<file path="src/rtl/cas_pkg.sv">
package cas_pkg;
  typedef enum logic [2:0] {
    ST_IDLE  = 3'd0,
    ST_READ  = 3'd1,
    ST_CMP   = 3'd2,
    ST_WRITE = 3'd3,
    ST_RESP  = 3'd4
  } cas_state_e;
endpackage

</file>
<file path="src/rtl/cas_fsm.sv">
module cas_fsm
  import cas_pkg::*;
(
  input  logic       clk,
  input  logic       rst_sn,
  input  logic       accept,
  input  logic       misalign,
  input  logic       mem_err,
  input  logic       match,
  output cas_state_e state
);
  cas_state_e state_q;
  cas_state_e state_d;

  always_comb begin
    state_d = state_q;
    unique case (state_q)
      ST_IDLE:  if (accept) state_d = misalign ? ST_RESP : ST_READ;
      ST_READ:  state_d = mem_err ? ST_RESP : ST_CMP;
      ST_CMP:   state_d = match ? ST_WRITE : ST_RESP;
      ST_WRITE: state_d = ST_RESP;
      ST_RESP:  state_d = ST_IDLE;
      default:  state_d = ST_IDLE;
    endcase
  end

  always_ff @(posedge clk or negedge rst_sn) begin
    if (!rst_sn) state_q <= ST_IDLE;
    else         state_q <= state_d;
  end

  assign state = state_q;
endmodule

</file>
<file path="src/rtl/cas_data.sv">
module cas_data
  import cas_pkg::*;
#(
  parameter int AW = 32,
  parameter int DW = 64
)(
  input  logic          clk,
  input  logic          rst_sn,
  input  cas_state_e    state,
  input  logic          accept,
  input  logic [AW-1:0] req_addr,
  input  logic          req_dword,
  input  logic [DW-1:0] req_cmp,
  input  logic [DW-1:0] req_swp,
  input  logic          req_acq,
  input  logic          req_rel,
  input  logic [DW-1:0] mem_rdata,
  input  logic          mem_err,
  output logic          misalign,
  output logic          match,
  output logic          dword_q,
  output logic          u_req,
  output logic          u_we,
  output logic [AW-1:0] u_addr,
  output logic [DW-1:0] u_wdata,
  output logic          u_acq,
  output logic          u_rel,
  output logic          rsp_done,
  output logic          rsp_ok,
  output logic          rsp_fault,
  output logic [DW-1:0] rsp_old
);
  localparam int WW = DW / 2;
  localparam logic [DW-1:0] WORD_MASK = {{(DW-WW){1'b0}}, {WW{1'b1}}};
  localparam logic [DW-1:0] FULL_MASK = {DW{1'b1}};

  logic [AW-1:0] addr_q;
  logic [DW-1:0] cmp_q, swp_q, old_q;
  logic          acq_q, rel_q, fault_q, wrote_q;
  logic [DW-1:0] mask_q, mask_in;
  logic          in_read, in_write;
  logic          ld_op, ld_old;

  assign in_read  = (state == ST_READ);
  assign in_write = (state == ST_WRITE);
  assign ld_op    = accept;
  assign ld_old   = in_read;

  assign mask_in  = req_dword ? FULL_MASK : WORD_MASK;
  assign misalign = req_dword ? (req_addr[2:0] != 3'd0) : (req_addr[1:0] != 2'd0);

  // operand registers: no reset, loaded under enable
  always_ff @(posedge clk) begin
    if (ld_op) begin
      addr_q <= req_addr;
      cmp_q  <= req_cmp & mask_in;
      swp_q  <= req_swp & mask_in;
      mask_q <= mask_in;
    end
    if (ld_old) old_q <= mem_rdata & mask_q;
  end

  // control flags with reset
  always_ff @(posedge clk or negedge rst_sn) begin
    if (!rst_sn) begin
      dword_q <= 1'b0;
      acq_q   <= 1'b0;
      rel_q   <= 1'b0;
      fault_q <= 1'b0;
      wrote_q <= 1'b0;
    end else begin
      if (ld_op) begin
        dword_q <= req_dword;
        acq_q   <= req_acq;
        rel_q   <= req_rel;
        fault_q <= misalign;
        wrote_q <= 1'b0;
      end
      if (in_read && mem_err) fault_q <= 1'b1;
      if (in_write) begin
        if (mem_err) fault_q <= 1'b1;
        else         wrote_q <= 1'b1;
      end
    end
  end

  assign match   = (old_q == cmp_q);

  assign u_req   = in_read | in_write;
  assign u_we    = in_write;
  assign u_addr  = addr_q;
  assign u_wdata = swp_q;
  assign u_acq   = in_read & acq_q;
  assign u_rel   = in_write & rel_q;

  assign rsp_done  = (state == ST_RESP);
  assign rsp_fault = rsp_done & fault_q;
  assign rsp_ok    = rsp_done & wrote_q & ~fault_q;
  assign rsp_old   = fault_q ? cmp_q : old_q;
endmodule

</file>
<file path="src/rtl/cas_portmux.sv">
module cas_portmux #(
  parameter int AW = 32,
  parameter int DW = 64
)(
  input  logic          lock,
  input  logic          u_req,
  input  logic          u_we,
  input  logic [AW-1:0] u_addr,
  input  logic          u_dword,
  input  logic [DW-1:0] u_wdata,
  input  logic          u_acq,
  input  logic          u_rel,
  input  logic          ext_req,
  input  logic          ext_we,
  input  logic [AW-1:0] ext_addr,
  input  logic [DW-1:0] ext_wdata,
  output logic          ext_gnt,
  output logic          mem_req,
  output logic          mem_we,
  output logic [AW-1:0] mem_addr,
  output logic          mem_dword,
  output logic [DW-1:0] mem_wdata,
  output logic          mem_acq,
  output logic          mem_rel
);
  assign ext_gnt = ext_req & ~lock;

  always_comb begin
    if (lock) begin
      mem_req   = u_req;
      mem_we    = u_we;
      mem_addr  = u_addr;
      mem_dword = u_dword;
      mem_wdata = u_wdata;
      mem_acq   = u_acq;
      mem_rel   = u_rel;
    end else begin
      mem_req   = ext_req;
      mem_we    = ext_we;
      mem_addr  = ext_addr;
      mem_dword = 1'b1;
      mem_wdata = ext_wdata;
      mem_acq   = 1'b0;
      mem_rel   = 1'b0;
    end
  end
endmodule

</file>
<file path="src/rtl/cas_unit.sv">
module cas_unit
  import cas_pkg::*;
#(
  parameter int AW = 32,
  parameter int DW = 64
)(
  input  logic          clk,
  input  logic          rst_n,
  input  logic          req_valid,
  output logic          req_ready,
  input  logic [AW-1:0] req_addr,
  input  logic          req_dword,
  input  logic [DW-1:0] req_cmp,
  input  logic [DW-1:0] req_swp,
  input  logic          req_acq,
  input  logic          req_rel,
  output logic          rsp_done,
  output logic          rsp_ok,
  output logic          rsp_fault,
  output logic [DW-1:0] rsp_old,
  output logic          bus_lock,
  output logic          mon_clr,
  output logic [AW-1:0] mon_addr,
  input  logic          ext_req,
  input  logic          ext_we,
  input  logic [AW-1:0] ext_addr,
  input  logic [DW-1:0] ext_wdata,
  output logic          ext_gnt,
  output logic          mem_req,
  output logic          mem_we,
  output logic [AW-1:0] mem_addr,
  output logic          mem_dword,
  output logic [DW-1:0] mem_wdata,
  output logic          mem_acq,
  output logic          mem_rel,
  input  logic [DW-1:0] mem_rdata,
  input  logic          mem_err
);
  localparam int SYNC_STAGES = 2;

  logic [SYNC_STAGES-1:0] rs_q;
  logic                   rst_sn;

  always_ff @(posedge clk or negedge rst_n) begin
    if (!rst_n) rs_q <= '0;
    else        rs_q <= {rs_q[SYNC_STAGES-2:0], 1'b1};
  end
  assign rst_sn = rs_q[SYNC_STAGES-1];

  cas_state_e    state;
  logic          accept, misalign, match, dword_q;
  logic          u_req, u_we, u_acq, u_rel;
  logic [AW-1:0] u_addr;
  logic [DW-1:0] u_wdata;

  assign req_ready = rst_sn & (state == ST_IDLE);
  assign accept    = req_valid & req_ready;
  assign bus_lock  = (state == ST_READ) | (state == ST_CMP) | (state == ST_WRITE);
  assign mon_clr   = (state == ST_READ);
  assign mon_addr  = u_addr;

  cas_fsm u_fsm (
    .clk      (clk),
    .rst_sn   (rst_sn),
    .accept   (accept),
    .misalign (misalign),
    .mem_err  (mem_err),
    .match    (match),
    .state    (state)
  );

  cas_data #(.AW(AW), .DW(DW)) u_data (
    .clk       (clk),
    .rst_sn    (rst_sn),
    .state     (state),
    .accept    (accept),
    .req_addr  (req_addr),
    .req_dword (req_dword),
    .req_cmp   (req_cmp),
    .req_swp   (req_swp),
    .req_acq   (req_acq),
    .req_rel   (req_rel),
    .mem_rdata (mem_rdata),
    .mem_err   (mem_err),
    .misalign  (misalign),
    .match     (match),
    .dword_q   (dword_q),
    .u_req     (u_req),
    .u_we      (u_we),
    .u_addr    (u_addr),
    .u_wdata   (u_wdata),
    .u_acq     (u_acq),
    .u_rel     (u_rel),
    .rsp_done  (rsp_done),
    .rsp_ok    (rsp_ok),
    .rsp_fault (rsp_fault),
    .rsp_old   (rsp_old)
  );

  cas_portmux #(.AW(AW), .DW(DW)) u_mux (
    .lock      (bus_lock),
    .u_req     (u_req),
    .u_we      (u_we),
    .u_addr    (u_addr),
    .u_dword   (dword_q),
    .u_wdata   (u_wdata),
    .u_acq     (u_acq),
    .u_rel     (u_rel),
    .ext_req   (ext_req),
    .ext_we    (ext_we),
    .ext_addr  (ext_addr),
    .ext_wdata (ext_wdata),
    .ext_gnt   (ext_gnt),
    .mem_req   (mem_req),
    .mem_we    (mem_we),
    .mem_addr  (mem_addr),
    .mem_dword (mem_dword),
    .mem_wdata (mem_wdata),
    .mem_acq   (mem_acq),
    .mem_rel   (mem_rel)
  );
endmodule

</file>
<file path="config.mk">
export PLATFORM = sky130hd
export DESIGN_NAME = cas_unit
export DESIGN_NICKNAME = d
export VERILOG_FILES = /design/src/rtl/cas_pkg.sv /design/src/rtl/cas_fsm.sv /design/src/rtl/cas_data.sv /design/src/rtl/cas_portmux.sv /design/src/rtl/cas_unit.sv
export SDC_FILE = /design/constraint.sdc
export NUM_CORES = 1
export LEC_CHECK = 0
export BUFFER_PORTS_ARGS = -buffer_cell sky130_fd_sc_hd__buf_4
export CORE_AREA = 4 4 204 206
export DETAILED_ROUTE_END_ITERATION = 10
export DIE_AREA = 0 0 208 210
export GPL_ROUTABILITY_DRIVEN = 0
export PLACE_DENSITY = 0.52
export SYNTH_ARGS = -nofsm -noshare
export SYNTH_HDL_FRONTEND = slang
export SYNTH_SLANG_ARGS = --single-unit
</file>
<file path="constraint.sdc">
create_clock -name clk -period 11.4 [get_ports clk]
set_clock_uncertainty 0.1 [all_clocks]
set_input_delay 1.14 -clock clk [delete_from_list [all_inputs] [get_ports clk]]
set_output_delay 1.14 -clock clk [all_outputs]
set_load 0.01 [all_outputs]
</file>
### Word-level counts from Yosys, hierarchy flattened

Index checks and enable logic that the tools add are counted.

* bits in registers: 298

* equal/unequal tests: 6
* mux-type cells: 22
* bitwise operators: 16
* reduce and logical (&&, ||, !) cells: 4

Operators by type and width (number)
* 64-bit bitwise AND: 3
* 64-bit 2-to-1 mux: 3
* 64-bit equality test: 1
* 32-bit 2-to-1 mux: 1
* 1-bit 2-to-1 mux: 13
* 3-bit 2-to-1 mux: 4
* 3-bit one-hot mux with 4 select lines: 1
* 1-bit bitwise AND: 8
* 3-bit by 2-bit equality test with 1-bit output, second input constant: 2
* 3-bit by 1-bit equality test with 1-bit output, second input constant: 1
* 3-bit equality test, second input constant: 1
* 3-bit zero test: 1
* 1-bit OR: 3
* 3-bit nonzero test: 1
* 2-bit inequality test, second input constant: 1
* 1-bit NOT: 2
* 2-bit nonzero test: 1
* 1-bit logical AND: 1

### Longest topological paths before layout

Gate-level depths: netlist (run 1).

* depth after elaboration: 7
* mapped depth: 9
* depth with buffers taken out: 6

### Hierarchy

Synthesis (run 1) repeated with hierarchy kept, for this count alone.

* cells, all modules: 643
* area, all modules: 10575.1 um^2

By module, submodules not included
* cas_data: times used 1, cells each 509, area each 9096.2 um^2, seq. area each 6881.6 um^2
* cas_portmux: times used 1, cells each 113, area each 1239.9 um^2, seq. area each 0.0 um^2
* cas_fsm: times used 1, cells each 13, area each 148.9 um^2, seq. area each 75.1 um^2
* cas_unit: times used 1, cells each 8, area each 90.1 um^2, seq. area each 50.0 um^2

### Least setup slack after synthesis (run 1)

OpenSTA, ideal clock, no wires.

* path kind: register to output
* from: reg u_fsm.state_q[2] (netlist: u_fsm.state[2])
* to: out mem_acq
* data arrival time: 3.928 ns
* required time: 10.160 ns
* slack: 6.232 ns
* stages on the path, launching flop included: 5
* cells stage by stage: dfrtp_1 clkbuf_1 nand2b_1 nor2_1 and2_1

* cells in the longest elaborated chain, start to end: 4
* elaborated cells on any way between the ends: 7

RTL lines
* start: declaration: line cas_fsm.sv:12 `cas_state_e state_q;`
* start signal: assignment: line cas_fsm.sv:29 `else state_q <= state_d;`
* 3-bit by 1-bit equality test with 1-bit output *
* net mon_clr: line cas_unit.sv:22 `output logic mon_clr,`
* 1-bit OR (2 in series): line cas_unit.sv:58 `assign bus_lock = (state == ST_READ) | (state == ST_CMP) | (state == ST_WRITE);`
* 1-bit 2-to-1 mux *: line cas_portmux.sv:29 `if (lock) begin`
* end: declaration: line cas_unit.sv:34 `output logic mem_acq,`

The timed path passes the listed nets; every way through them passes the cells marked *.

### Worst setup path in the final report (run 1)

* from: reg u_fsm.state_q[1] (netlist: u_fsm.state[1])
* to: out mem_wdata[47]

* cells in the longest elaborated chain, start to end: 4
* elaborated cells on any way between the ends: 6

RTL lines
* 3-bit by 1-bit equality test with 1-bit output or 3-bit by 2-bit equality test with 1-bit output (tied branches): line cas_unit.sv:58
* 1-bit OR: line cas_unit.sv:58
* 1-bit OR *: line cas_unit.sv:58
* 64-bit 2-to-1 mux *: line cas_portmux.sv:29
* end: declaration: line cas_unit.sv:33 `output logic [DW-1:0] mem_wdata,`

Every way passes the cells marked *; elsewhere a longest branch is shown, timed or not.

==> run summary, run 1 <==
The run finished with clean final reports. For this run, asynchronously set or reset flops after synthesis account for 4.255%. The number of detailed-routing iterations run before antenna repair is 5.

On the critical path the largest part of the delay comes from simple AND/OR/NAND/NOR gates. The count of final setup violators came out at 0. The hold-fix buffer count after cts came out at 0. The final critical path time including I/O delays and setup came out at 4.528 ns. The type of the most critical hold path is reg2async. The routed layout has 8056 vias. After synthesis, the cell types taking the most area are edfxtp_1 64%, nand2_1 11%, mux2_2 6.9%. The number of remaining DRC errors is 0. The starting utilization of the core area came out at 26.59%.

The port buffer count is 532. The buffers plus inverters on the worst setup path came out at 3. The number of pins with negative max-slew slack in the final report came out at 0. The count of H-tree levels built during CTS is 1. The top cell type by area accounts for 64.09% of the synthesized area. The clock input transition at the sequential cells of the worst setup and hold paths came out at 0.06 ns. After layout, the worst path uses 39.72% of the clock period.

The total area inside the core boundary comes to 39640 um2. The setup total negative slack came out at 0 ns. The type of the worst setup path is reg2out. The largest area contributor in the netlist is edfxtp_1.

The final routed wirelength across all metal layers came out at 36980 um. The final antenna-violating net count came out at 0. After detailed routing, the average wire length per cell comes to 19.23 um.

The via count of the first global-routing pass is 8334. The cell leakage power is 6.872 nW. The mean post-synth cell area came out at 12.40 um2. The tool flagged a number of max-cap violations equal to 0. The signal on the critical path passes through nor2_1 -> or2_4 -> clkinv_2 -> buf_4 -> nand2_1 -> nand2_1 -> buf_4.

The number of placement rows is 73. The floorplan die height came out at 210 um. Setup repair after global routing left no endpoint under its margin. In the synthesized netlist, the number of instances is 850. The minimum hold slack came out at 0.04447 ns.

The final-report hold violation count came out at 0. The detailed-placement wirelength estimate came out at 28110 um. Yosys printed 0 warnings. For this run, the slowest stage of the critical path takes 0.85 ns. The launching point of the worst reg2reg path is rs_q[1]. The endpoint required time on the critical path is 10.16 ns. The number of resized instances in the post-cts repair step is 0.

The number of fillers in the final layout is 3873. The number of register bits inferred by synthesis is 235. The top-level port count came out at 533. Entering global routing, the biggest net connects 103 pins.

The aggregate global-route resource usage is 15.85%. The maximum fanout along the worst path is 99. Summing the sequential cell areas from Yosys gives 66.47% of the chip area. In this run the horizontal extent of the chip is 208 um. The number of enable flip-flop cells after synthesis came out at 225. The share of cells above drive strength 1 is 46.60%. Counting every sink on the clock net gives 235. The number of antenna violations at the first check in global routing is 1. The die footprint came out at 43680 um2. The detailed router finished its first iteration with 349 violations.

The synthesized netlist net count is 1179. Among all stages on the critical path, the largest delay is contributed by or2_4. The worst setup path is launched from a register. The worst pin sits at a relative slew slack of 24.82%.

From synthesis to final layout, the design area changed by 52.05%. STA classifies the critical path endpoint as an output port. The worst register-to-register path has a depth of 4.

The total CTS buffers came out at 28. The final layout net count came out at 1706. Across the VDD grid, the largest voltage drop is 0.1274 mV. The total grt overflow is 0. The setup fix buffers added after clock tree synthesis came out at 0. The total power divided by cell area came out at 144.1 nW/um2. The data arrival at the endpoint of the critical path is 3.29 ns. The first global-routing pass estimated 53090 um of wire.

Clock tree synthesis selected as its root buffer the cell clkbuf_16. The clock latency on the worst-skew pair is 0.53 ns. After detailed routing, the number of vias per cell comes to 4.189. The transition at the pin with the smallest max-transition slack came out at 1.128 ns. The mapped cell area is 10540 um2. The endpoint identified for the worst register-to-register timing path is u_data.cmp_q[0]. For this run, the leading register cell type out of synthesis is edfxtp_1. The post-synthesis cell type count is 31. The longest clock path from root to sink contains 3 buffers. TritonCTS built the clock tree. The maximum frequency from static timing analysis came out at 220.8 MHz. The slack of the worst reg-to-reg path is 7.99 ns.
==> flip-flops by register name, indices dropped and copies added (netlist names) <==
signal / flops
u_data.cmp_q: 64
u_data.old_q: 64
u_data.u_wdata: 64
u_data.u_addr: 32
u_fsm.state: 3
rs_q: 2
u_data.acq_q: 1
u_data.dword_q: 1
u_data.fault_q: 1
u_data.mask_q: 1
u_data.rel_q: 1
u_data.wrote_q: 1
==> how the worst max path moves through the flow <==
| stage | to | startpoint | cells past startpoint |
|---|---|---|---|
| 5_1_grt | mem_wdata[47] | u_fsm.state[1] | 7 |
| 2_1_floorplan | mem_acq | u_fsm.state[2] | 4 |
| 6_report | mem_wdata[47] | u_fsm.state[1] | 7 |
| 4_1_cts | mem_wdata[47] | u_fsm.state[1] | 7 |
| 3_3_place_gp | mem_wdata[52] | u_fsm.state[1] | 7 |
| 3_5_place_dp | mem_wdata[47] | u_fsm.state[1] | 7 |
==> worst reg2reg max path, cell delays in order, from the launching register on <==
cell and delay [ns]:
dfrtp_1 0.55, nor4b_2 0.39, nand2_1 0.31, inv_6 0.73, buf_4 0.89
==> placed cells by master, fill, tap and decap left out, types with 2 or more instances in the layout <==
master       n
bufinv_16    6
xnor2_1     64
nor4_1       4
mux2_2      65
dfrtp_1      9
and2_1      99
clkinv_1     5
o21ai_0      4
clkbuf_16   29
edfxtp_1   225
inv_6        2
nand4_1     17
buf_4      537
nand2_1    302
clkinv_2     6
and3_1       2
clkbuf_1     3
==> layer usage <==
layer	global-route usage (%)	routed length [um]	up-vias
li1	-	-	3954
met1	17.80	13710	3710
met2	29.03	19150	353
met3	5.685	3466	39
met4	3.533	643	0
met5	0	0	-
==> cells by family (layout without fill, tap and decap cells) <==
group           count (synthesis)  count (layout)  synth area share, %
buf+inv                        42             589                1.994
flops                         235             235                66.47
other cells                     1               2              0.03557
mux                            65              65                6.944
compound gates                  8               8               0.4986
xor+xnor                       64              64                5.318
simple gates                  435             435                18.74
==> power by group <==
part	switching [mW]	internal [mW]	leakage (nW)
Clock	0.349	0.596	0.482
Combinational	0.142	0.198	4.17
Sequential	0.0331	0.992	2.22
Total	0.524	1.79	6.87
==> Yosys cell counts, types with 2 or more instances <==
master,instances
or2_1,2
and2_1,99
buf_6,4
nor4_1,4
nor2_1,2
nand4_1,17
edfxtp_1,225
buf_1,4
xnor2_1,64
nand2_1,302
mux2_2,65
clkbuf_1,16
o21ai_0,4
and3_1,2
dfrtp_1,10
buf_2,15
==> area by class of cell <==
type / count / area, um2 / share of cell area, %
flip-flops and latches: 235 / 7010 / 43.74
repair buffers: 537 / 4031 / 25.15
multi-input cells: 573 / 3334 / 20.80
clock buffers: 32 / 737.0 / 4.598
well taps: 525 / 656.9 / 4.098
clock inverters: 18 / 241.5 / 1.507
inverters: 2 / 13.76 / 0.08587
diodes: 1 / 2.502 / 0.01561
==> per-stage QoR <==
| step | power [mW] | std cells | util, % | setup WS [ns] | instance area, um2 |
|---|---|---|---|---|---|
| 6_report | 2.310 | 1923 | 40.43 | 6.872 | 16030 |
| 5_1_grt | 2.408 | 1923 | 40.43 | 6.582 | 16030 |
| 4_1_cts | 2.345 | 1922 | 40.43 | 6.846 | 16030 |
| 3_5_place_dp | 1.390 | 1872 | 37.96 | 7.446 | 15050 |
| 3_3_place_gp | 1.389 | 1872 | 37.96 | 7.517 | 15050 |
| 2_1_floorplan | 1.177 | 850 | - | 6.232 | 10540 |
No activity file was read; power rests on OpenSTA's default activity.
==> inputs of run 2 (changes only) <==
==> constraint.sdc (replaced) <==
create_clock -name clk -period 4.61 [get_ports clk]
set_clock_uncertainty 0.1 [all_clocks]
set_input_delay 0.461 -clock clk [delete_from_list [all_inputs] [get_ports clk]]
set_output_delay 0.461 -clock clk [all_outputs]
set_load 0.01 [all_outputs]
==> run 2 against run 1 <==
Sequential share of layout area decreased by 2.9 points. Power increased by 140%. Critical path depth unchanged. Clock power increased by 110%. Sequential power increased by 150%. Worst hold slack got worse by 0.023 ns. Critical endpoint is now mem_addr[25]. Largest power group unchanged.
==> run summary, run 2 (synthesis results as in run 1) <==
The min-delay analysis places its worst path in the category in2reg. The total power divided by cell area is 317.0 nW/um2 (+120%). The worst setup path is captured at an output port.

The share of cells above drive strength 1 came out at 42.19% (-4.4 points). The count of routing violations after the opening detailed-route iteration is 387 (+11%). The number of antenna violations at the first check in global routing is 2 (+1). Setup repair after global routing left no endpoint under its margin.

The floorplan die height came to 210 um (unchanged). The data arrival at the endpoint of the critical path is 2.87 ns (-0.42 ns). The setup total negative slack is 0 ns (unchanged).

The end-of-flow core utilization is 43.29% (+2.9 points). The worst-case setup margin in the final layout is 1.178 ns (-5.694 ns). The cell leakage power came out at 7.314 nW (+6.4%). The detailed-route vias per instance is 4.176 (-0.32%). The multi-input logic area came out at 3334 um2 (unchanged). The die footprint came to 43680 um2 (unchanged). The number of remaining DRC errors came to 0 (unchanged).

The core area came out at 39640 um2 (unchanged). The maximum fanout along the worst path came to 55 (-44%). The aggregate global-route resource usage is 16.63% (+0.78 points). The setup slack after placement is 1.704 ns (-5.742 ns). The clock latency on the worst-skew pair came out at 0.53 ns (about the same). TritonCTS built the clock tree.

The via count is 8565 (+6.3%). The final routed wirelength across all metal layers came out at 38570 um (+4.3%). The depth of the worst register-to-register path was 4 (unchanged).

The flow ran to the end, and the final reports show no timing, DRC or antenna violations. The worst hold path begins at req_acq. The startpoint identified for the worst register-to-register timing path is rs_q[1]. The number of placement rows came out at 73 (unchanged). The final-report hold violation count is 0 (unchanged). Leaving out fill and tap cells, the most frequent cell in the layout is buf_4. The count of clock tree sinks came out at 235 (unchanged).

The final routed wire length divided by cell count is 18.81 um (-2.2%). The via count of the first global-routing pass is 9286 (+11%). The setup path with the least slack is of type reg2out. The wire length of the first global-routing pass came out at 56550 um (+6.5%). The worst-case hold path end point is u_data.acq_q. The count of final setup violators came out at 0 (unchanged).

The number of resized instances in the post-cts repair step came out at 0 (unchanged). The number of fillers in the final layout came out at 3799 (-1.9%). The final cell count without fillers came out at 2051 (+6.7%). The final antenna-violating net count is 0 (unchanged). The largest net degree at the start of global routing came to 99 (-3.9%). The max-slew headroom at the worst pin came to 28.77% (+4.0 points). The maximum frequency from static timing analysis came out at 291.3 MHz. The post-route fraction of the period consumed by the critical path came out at 74.46%. The worst reg2reg path endpoint is u_data.cmp_q[11]. The number of placed instances, taps included came out at 1875 (+0.16%).

The number of maximum-capacitance violations was 0 (unchanged). The worst hold path cell count is 3. The detailed-placement wirelength estimate is 28760 um (+2.3%). The width of the chip is 208 um (unchanged).

The count of H-tree levels built during CTS came out at 1 (unchanged). The maximum buffer depth of the clock tree came out at 3 (unchanged). The kind of start point of the critical path is a register. The combined flip-flop and latch cell area came out at 7010 um2 (unchanged). The top-level port count is 533 (unchanged). The number of pins with negative max-slew slack in the final report is 0 (unchanged). The maximum VDD drop came out at 0.2862 mV (+120%).

The final layout net count came out at 1836 (+7.6%). The port buffer count came out at 532 (unchanged). The clock input transition at the sequential cells of the worst setup and hold paths came out at 0.06 ns (about the same).

The total CTS buffers came out at 27 (-3.6%). The slack of the worst reg-to-reg path is 1.79 ns (-6.20 ns). The total grt overflow was 0 (unchanged). The endpoint required time on the critical path came out at 4.05 ns (-6.11 ns). The clock tree root buffer cell is clkbuf_16. The final critical path time including I/O delays and setup came out at 3.433 ns. The starting utilization of the core area came to 26.59% (unchanged). From synthesis to final layout, the design area changed by 62.78%. The transition at the pin with the smallest max-transition slack came out at 1.068 ns (-0.05931 ns). The top cell types in the final layout, fill and taps aside, are 538 x buf_4, 302 x nand2_1, 225 x edfxtp_1, 128 x dlygate4sd3_1, 99 x and2_1.

The number of detailed-routing iterations run before antenna repair is 4 (-1).
-- run 2: cell count changes in the layout (fill, tap and decap cells not counted), sizes merged --
cell,change
dlygate4sd3,+128
clkbuf,+8
clkinv,-7
bufinv,-5
buf,+3
clkinvlp,+2
inv,-2
diode,+1
-- run 2: layout make-up --
cell class                 count  share of cell area, %
sequential                   235                  40.86
antenna                        2                0.02917
multi-input combinational    573                  19.43
tap                          525                  3.828
clock inverter                 6                 0.3208
inverter                       2                0.07292
clock buffer                  40                  4.222
timing repair buffer         668                  31.24
-- run 2: power by group --
group	leakage [nW]	internal (mW)	switching, mW	total (mW)
Clock	0.373	1.13	0.826	1.96
Combinational	4.72	0.565	0.382	0.947
Sequential	2.22	2.45	0.0837	2.54
-- run 2: layer usage --
metal	routed length [um]	global-route usage (%)	vias up	part of all wire, %
li1	-	-	4208	-
met1	14100	18.21	3958	37
met2	20320	31.32	357	53
met3	3457	5.685	42	9.0
met4	694	3.488	0	1.8
met5	0	0	-	0
-- run 2: worst max path at each step --
| stage | from | to | slack [ns] | cells after the start |
|---|---|---|---|---|
| detailed placement | u_fsm.state[1] | mem_addr[25] | 1.70 | 7 |
| global route | u_fsm.state[1] | mem_addr[17] | 0.93 | 7 |
| global placement | rs_q[1] | u_data.cmp_q[11] | 1.78 | 4 |
| CTS | u_fsm.state[1] | mem_addr[25] | 1.13 | 7 |
| finish | u_fsm.state[1] | mem_addr[25] | 1.18 | 7 |
| floorplan | u_fsm.state[2] | mem_acq | 0.12 | 4 |
-- run 2: what timing repair did --
item	in CTS	in global routing
endpoints found under the hold margin	129	0
buffers inserted	0	0
hold buffers	128	0
-- run 2: stage by stage --
| stage | hold slack, ns | area (um2) | power, mW |
|---|---|---|---|
| after detailed placement | 0.06667 | 15090 | 3.450 |
| after global routing | 0.003044 | 17160 | 5.685 |
| after CTS | 0.001035 | 17150 | 5.535 |
| final | 0.02175 | 17160 | 5.439 |
| after floorplan | -0.00001443 | 10550 | 2.906 |
| after global placement | 0.06151 | 15090 | 3.446 |
-- run 2: worst max-delay path, stage by stage, from the launching register on --
cell      delay, ns
dfrtp_1        0.48
nor2_1         0.22
or2_4          0.16
clkinv_2       0.59
buf_4          0.50
nand2_1        0.10
nand2_1        0.07
buf_4          0.15
==> inputs of run 3 (changes only) <==
--- a/config.mk
+++ b/config.mk
@@ -10,7 +10,7 @@
 export DETAILED_ROUTE_END_ITERATION = 10
 export DIE_AREA = 0 0 208 210
 export GPL_ROUTABILITY_DRIVEN = 0
-export PLACE_DENSITY = 0.52
+export PLACE_DENSITY = 0.54
 export SYNTH_ARGS = -nofsm -noshare
 export SYNTH_HDL_FRONTEND = slang
 export SYNTH_SLANG_ARGS = --single-unit
==> constraint.sdc (replaced) <==
create_clock -name clk -period 3 [get_ports clk]
set_clock_uncertainty 0.1 [all_clocks]
set_input_delay 0.3 -clock clk [delete_from_list [all_inputs] [get_ports clk]]
set_output_delay 0.3 -clock clk [all_outputs]
set_load 0.01 [all_outputs]
==> run 3 against run 2 <==
Via count rose by 6.5%. Worst hold slack got worse by 0.011 ns. Routed wire length grew 2.4%. Clock-buffer cell count is 7 lower. Critical path depth stayed put. Cell area up 7.0%. Global-route usage increased by 0.50 points. Combinational power increased by 71%. Sequential share of layout area fell by 2.7 points. Flip-flop and latch count is the same. Setup slack lost 0.89 ns.
==> run summary, run 3 (synthesis results as in run 1) <==
The flow ran to the end, and the final reports show no timing, DRC or antenna violations. The maximum fanout along the worst path came out at 63 (+15%). The aggregate global-route resource usage is 17.13% (+0.50 points). The transition at the pin with the smallest max-transition slack came to 0.6656 ns (-0.4028 ns). The via count of the first global-routing pass is 9898 (+6.6%).

The number of placement rows is 73 (unchanged). The largest net degree at the start of global routing was 99 (unchanged). The number of fillers in the final layout came to 3651 (-3.9%). The layer flagged by global routing as most heavily used is met2. The maximum VDD drop came to 0.4298 mV (+50%).

The core area came out at 39640 um2 (unchanged). STA classifies the critical path startpoint as a register. Setup repair after global routing left no endpoint under its margin. The total power divided by cell area is 467.2 nW/um2 (+47%). Walking the worst path, the cells encountered are nor2_1 -> or2_4 -> inv_4 -> buf_12 -> nand2_1 -> nand2_1 -> buf_4.

The maximum frequency from static timing analysis came out at 368.4 MHz. The worst reg2reg path endpoint is u_data.acq_q. The met1 routing resource usage after global routing is 19.30% (+1.1 points). The final routed wirelength across all metal layers is 39490 um (+2.4%). The wire length of the first global-routing pass is 58750 um (+3.9%). The number of antenna violations at the first check in global routing came to 3 (+1).

The delay of the slowest cell on the worst path is 0.46 ns (-0.13 ns). The final routed wire length divided by cell count is 18.23 um (-3.1%). The number of detailed-routing iterations run before antenna repair is 4 (unchanged). The cell sitting at the root of the clock tree is a clkbuf_16. The starting utilization of the core area was 26.59% (unchanged).

The count of H-tree levels built during CTS is 1 (unchanged). The TritonCTS clock tree is built. The endpoint required time on the critical path came to 2.60 ns (-1.45 ns).

The area growth from synthesis to layout is 74.16%. The number of maximum-capacitance violations is 0 (unchanged). The most common cell after layout, fill and taps aside is buf_4.

The max-slew headroom at the worst pin came to 55.63% (+27 points). The count of routing violations after the opening detailed-route iteration is 478 (+24%). For the finished layout, the period the worst path requires is 2.715 ns. The detailed-route vias per instance is 4.211 (+0.83%). The worst register-to-register path begins at u_fsm.state[1]. In this design, the critical path's most frequently occurring cell is nand2_1. The total CTS buffers is 28 (+3.7%). The number of remaining DRC errors is 0 (unchanged). The cell leakage power was 7.835 nW (+7.1%). The final layout net count is 1948 (+6.1%). The setup slack after placement is 0.6764 ns (-1.028 ns). The final-report hold violation count is 0 (unchanged). The slack of the worst reg-to-reg path is 0.70 ns (-1.09 ns).

The buffers plus inverters on the worst setup path is 3 (unchanged). The via count came out at 9120 (+6.5%). The overall power consumption is 8.577 mW (+58%). The number of pins with negative max-slew slack in the final report is 0 (unchanged). The count of final setup violators came to 0 (unchanged).

The depth of the worst register-to-register path came out at 7 (+3). STA classifies the critical path endpoint as an output port. The port buffer count came out at 532 (unchanged). The worst-case setup margin in the final layout came out at 0.2853 ns (-0.8922 ns).

The post-route fraction of the period consumed by the critical path is 90.49%. The clock input transition at the sequential cells of the worst setup and hold paths is 0.06 ns (about the same). The die footprint is 43680 um2 (unchanged). The top-level port count came out at 533 (unchanged). The met3 demand-to-capacity share in global routing was 4.748% (-0.94 points). The total grt overflow is 0 (unchanged). Broken down by cell family, the worst path's largest delay share belongs to simple AND/OR/NAND/NOR gates.

The final antenna-violating net count came out at 0 (unchanged). The width of the chip came out at 208 um (unchanged). For this design, the slowest cell found on the critical path is dfrtp_1.

The detailed-placement wirelength estimate came to 28950 um (+0.64%). The maximum buffer depth of the clock tree was 3 (unchanged). The clock latency on the worst-skew pair is 0.55 ns (+0.02 ns). The share of cells above drive strength 1 was 40.27% (-1.9 points). In the layout the commonest cells are 542 x buf_4, 301 x nand2_1, 231 x dlygate4sd3_1, 225 x edfxtp_1, 99 x and2_1.

The count of clock tree sinks is 235 (unchanged). The setup path with the least slack is of type reg2out. The floorplan die height was 210 um (unchanged). The met2 track demand over resource in global routing is 32.26% (+0.94 points). The type of the most critical hold path is reg2async.

The data arrival at the endpoint of the critical path is 2.31 ns (-0.56 ns).
[run 3: cell type report]
type,instances,area [um2],area share (%)
Antenna cell,2,5.005,0.02726
Inverter,2,13.76,0.07497
Multi-Input combinational cell,573,3346,18.22
Clock buffer,33,740.7,4.035
Timing Repair Buffer,779,6501,35.41
Tap cell,525,656.9,3.578
Clock inverter,17,82.58,0.4498
Sequential cell,235,7013,38.20
[run 3: worst max path at each step]
stage | cells after the start | from | endpoint | slack [ns]
after floorplan | 3 | rs_q[1] | u_data.cmp_q[0] | -0.67
after global placement | 7 | u_fsm.state[1] | mem_wdata[58] | 0.72
after detailed placement | 7 | u_fsm.state[1] | mem_wdata[58] | 0.68
after CTS | 7 | u_fsm.state[1] | mem_wdata[58] | 0.06
after global routing | 7 | u_fsm.state[0] | mem_wdata[60] | 0.08
final | 7 | u_fsm.state[0] | mem_wdata[57] | 0.29
[run 3: metrics by stage]
stage	hold slack, ns	cells	cell area (um2)	util (%)	TNS (ns)
2_1_floorplan	-0.09559	850	10570	-	-109.85
3_3_place_gp	-0.01637	1883	15220	38.38	0
3_5_place_dp	-0.01586	1883	15220	38.38	0
4_1_cts	0.01906	2164	18350	46.29	0
5_1_grt	0.03146	2166	18360	46.31	0
6_report	0.01045	2166	18360	46.31	0
[run 3: routing by layer]
metal	up-vias	wire length [um]
li1	4445	-
met5	-	0
met2	365	20920
met3	32	2944
met1	4278	14830
met4	0	787
[run 3: worst reg2reg max path, cell delays in order (launching register included)]
cell and delay (ns):
dfrtp_2 0.48, nor4b_4 0.33, nand2_2 0.18, clkinvlp_4 0.21
buf_12 0.24, nand2_1 0.10, nand2_1 0.05, dlygate4sd3_1 0.54
[run 3: repair_timing]
action	4_1_cts	5_1_grt
endpoints found under the hold margin	231	0
setup endpoints to repair	0	10
hold buffers	231	0
setup buffers	0	0
resized for setup	0	2
[run 3: power breakdown]
| part | switching, mW | internal (mW) |
|---|---|---|
| Sequential | 0.108 | 3.77 |
| Combinational | 0.643 | 0.978 |
| Clock | 1.34 | 1.74 |
| Total | 2.09 | 6.49 |
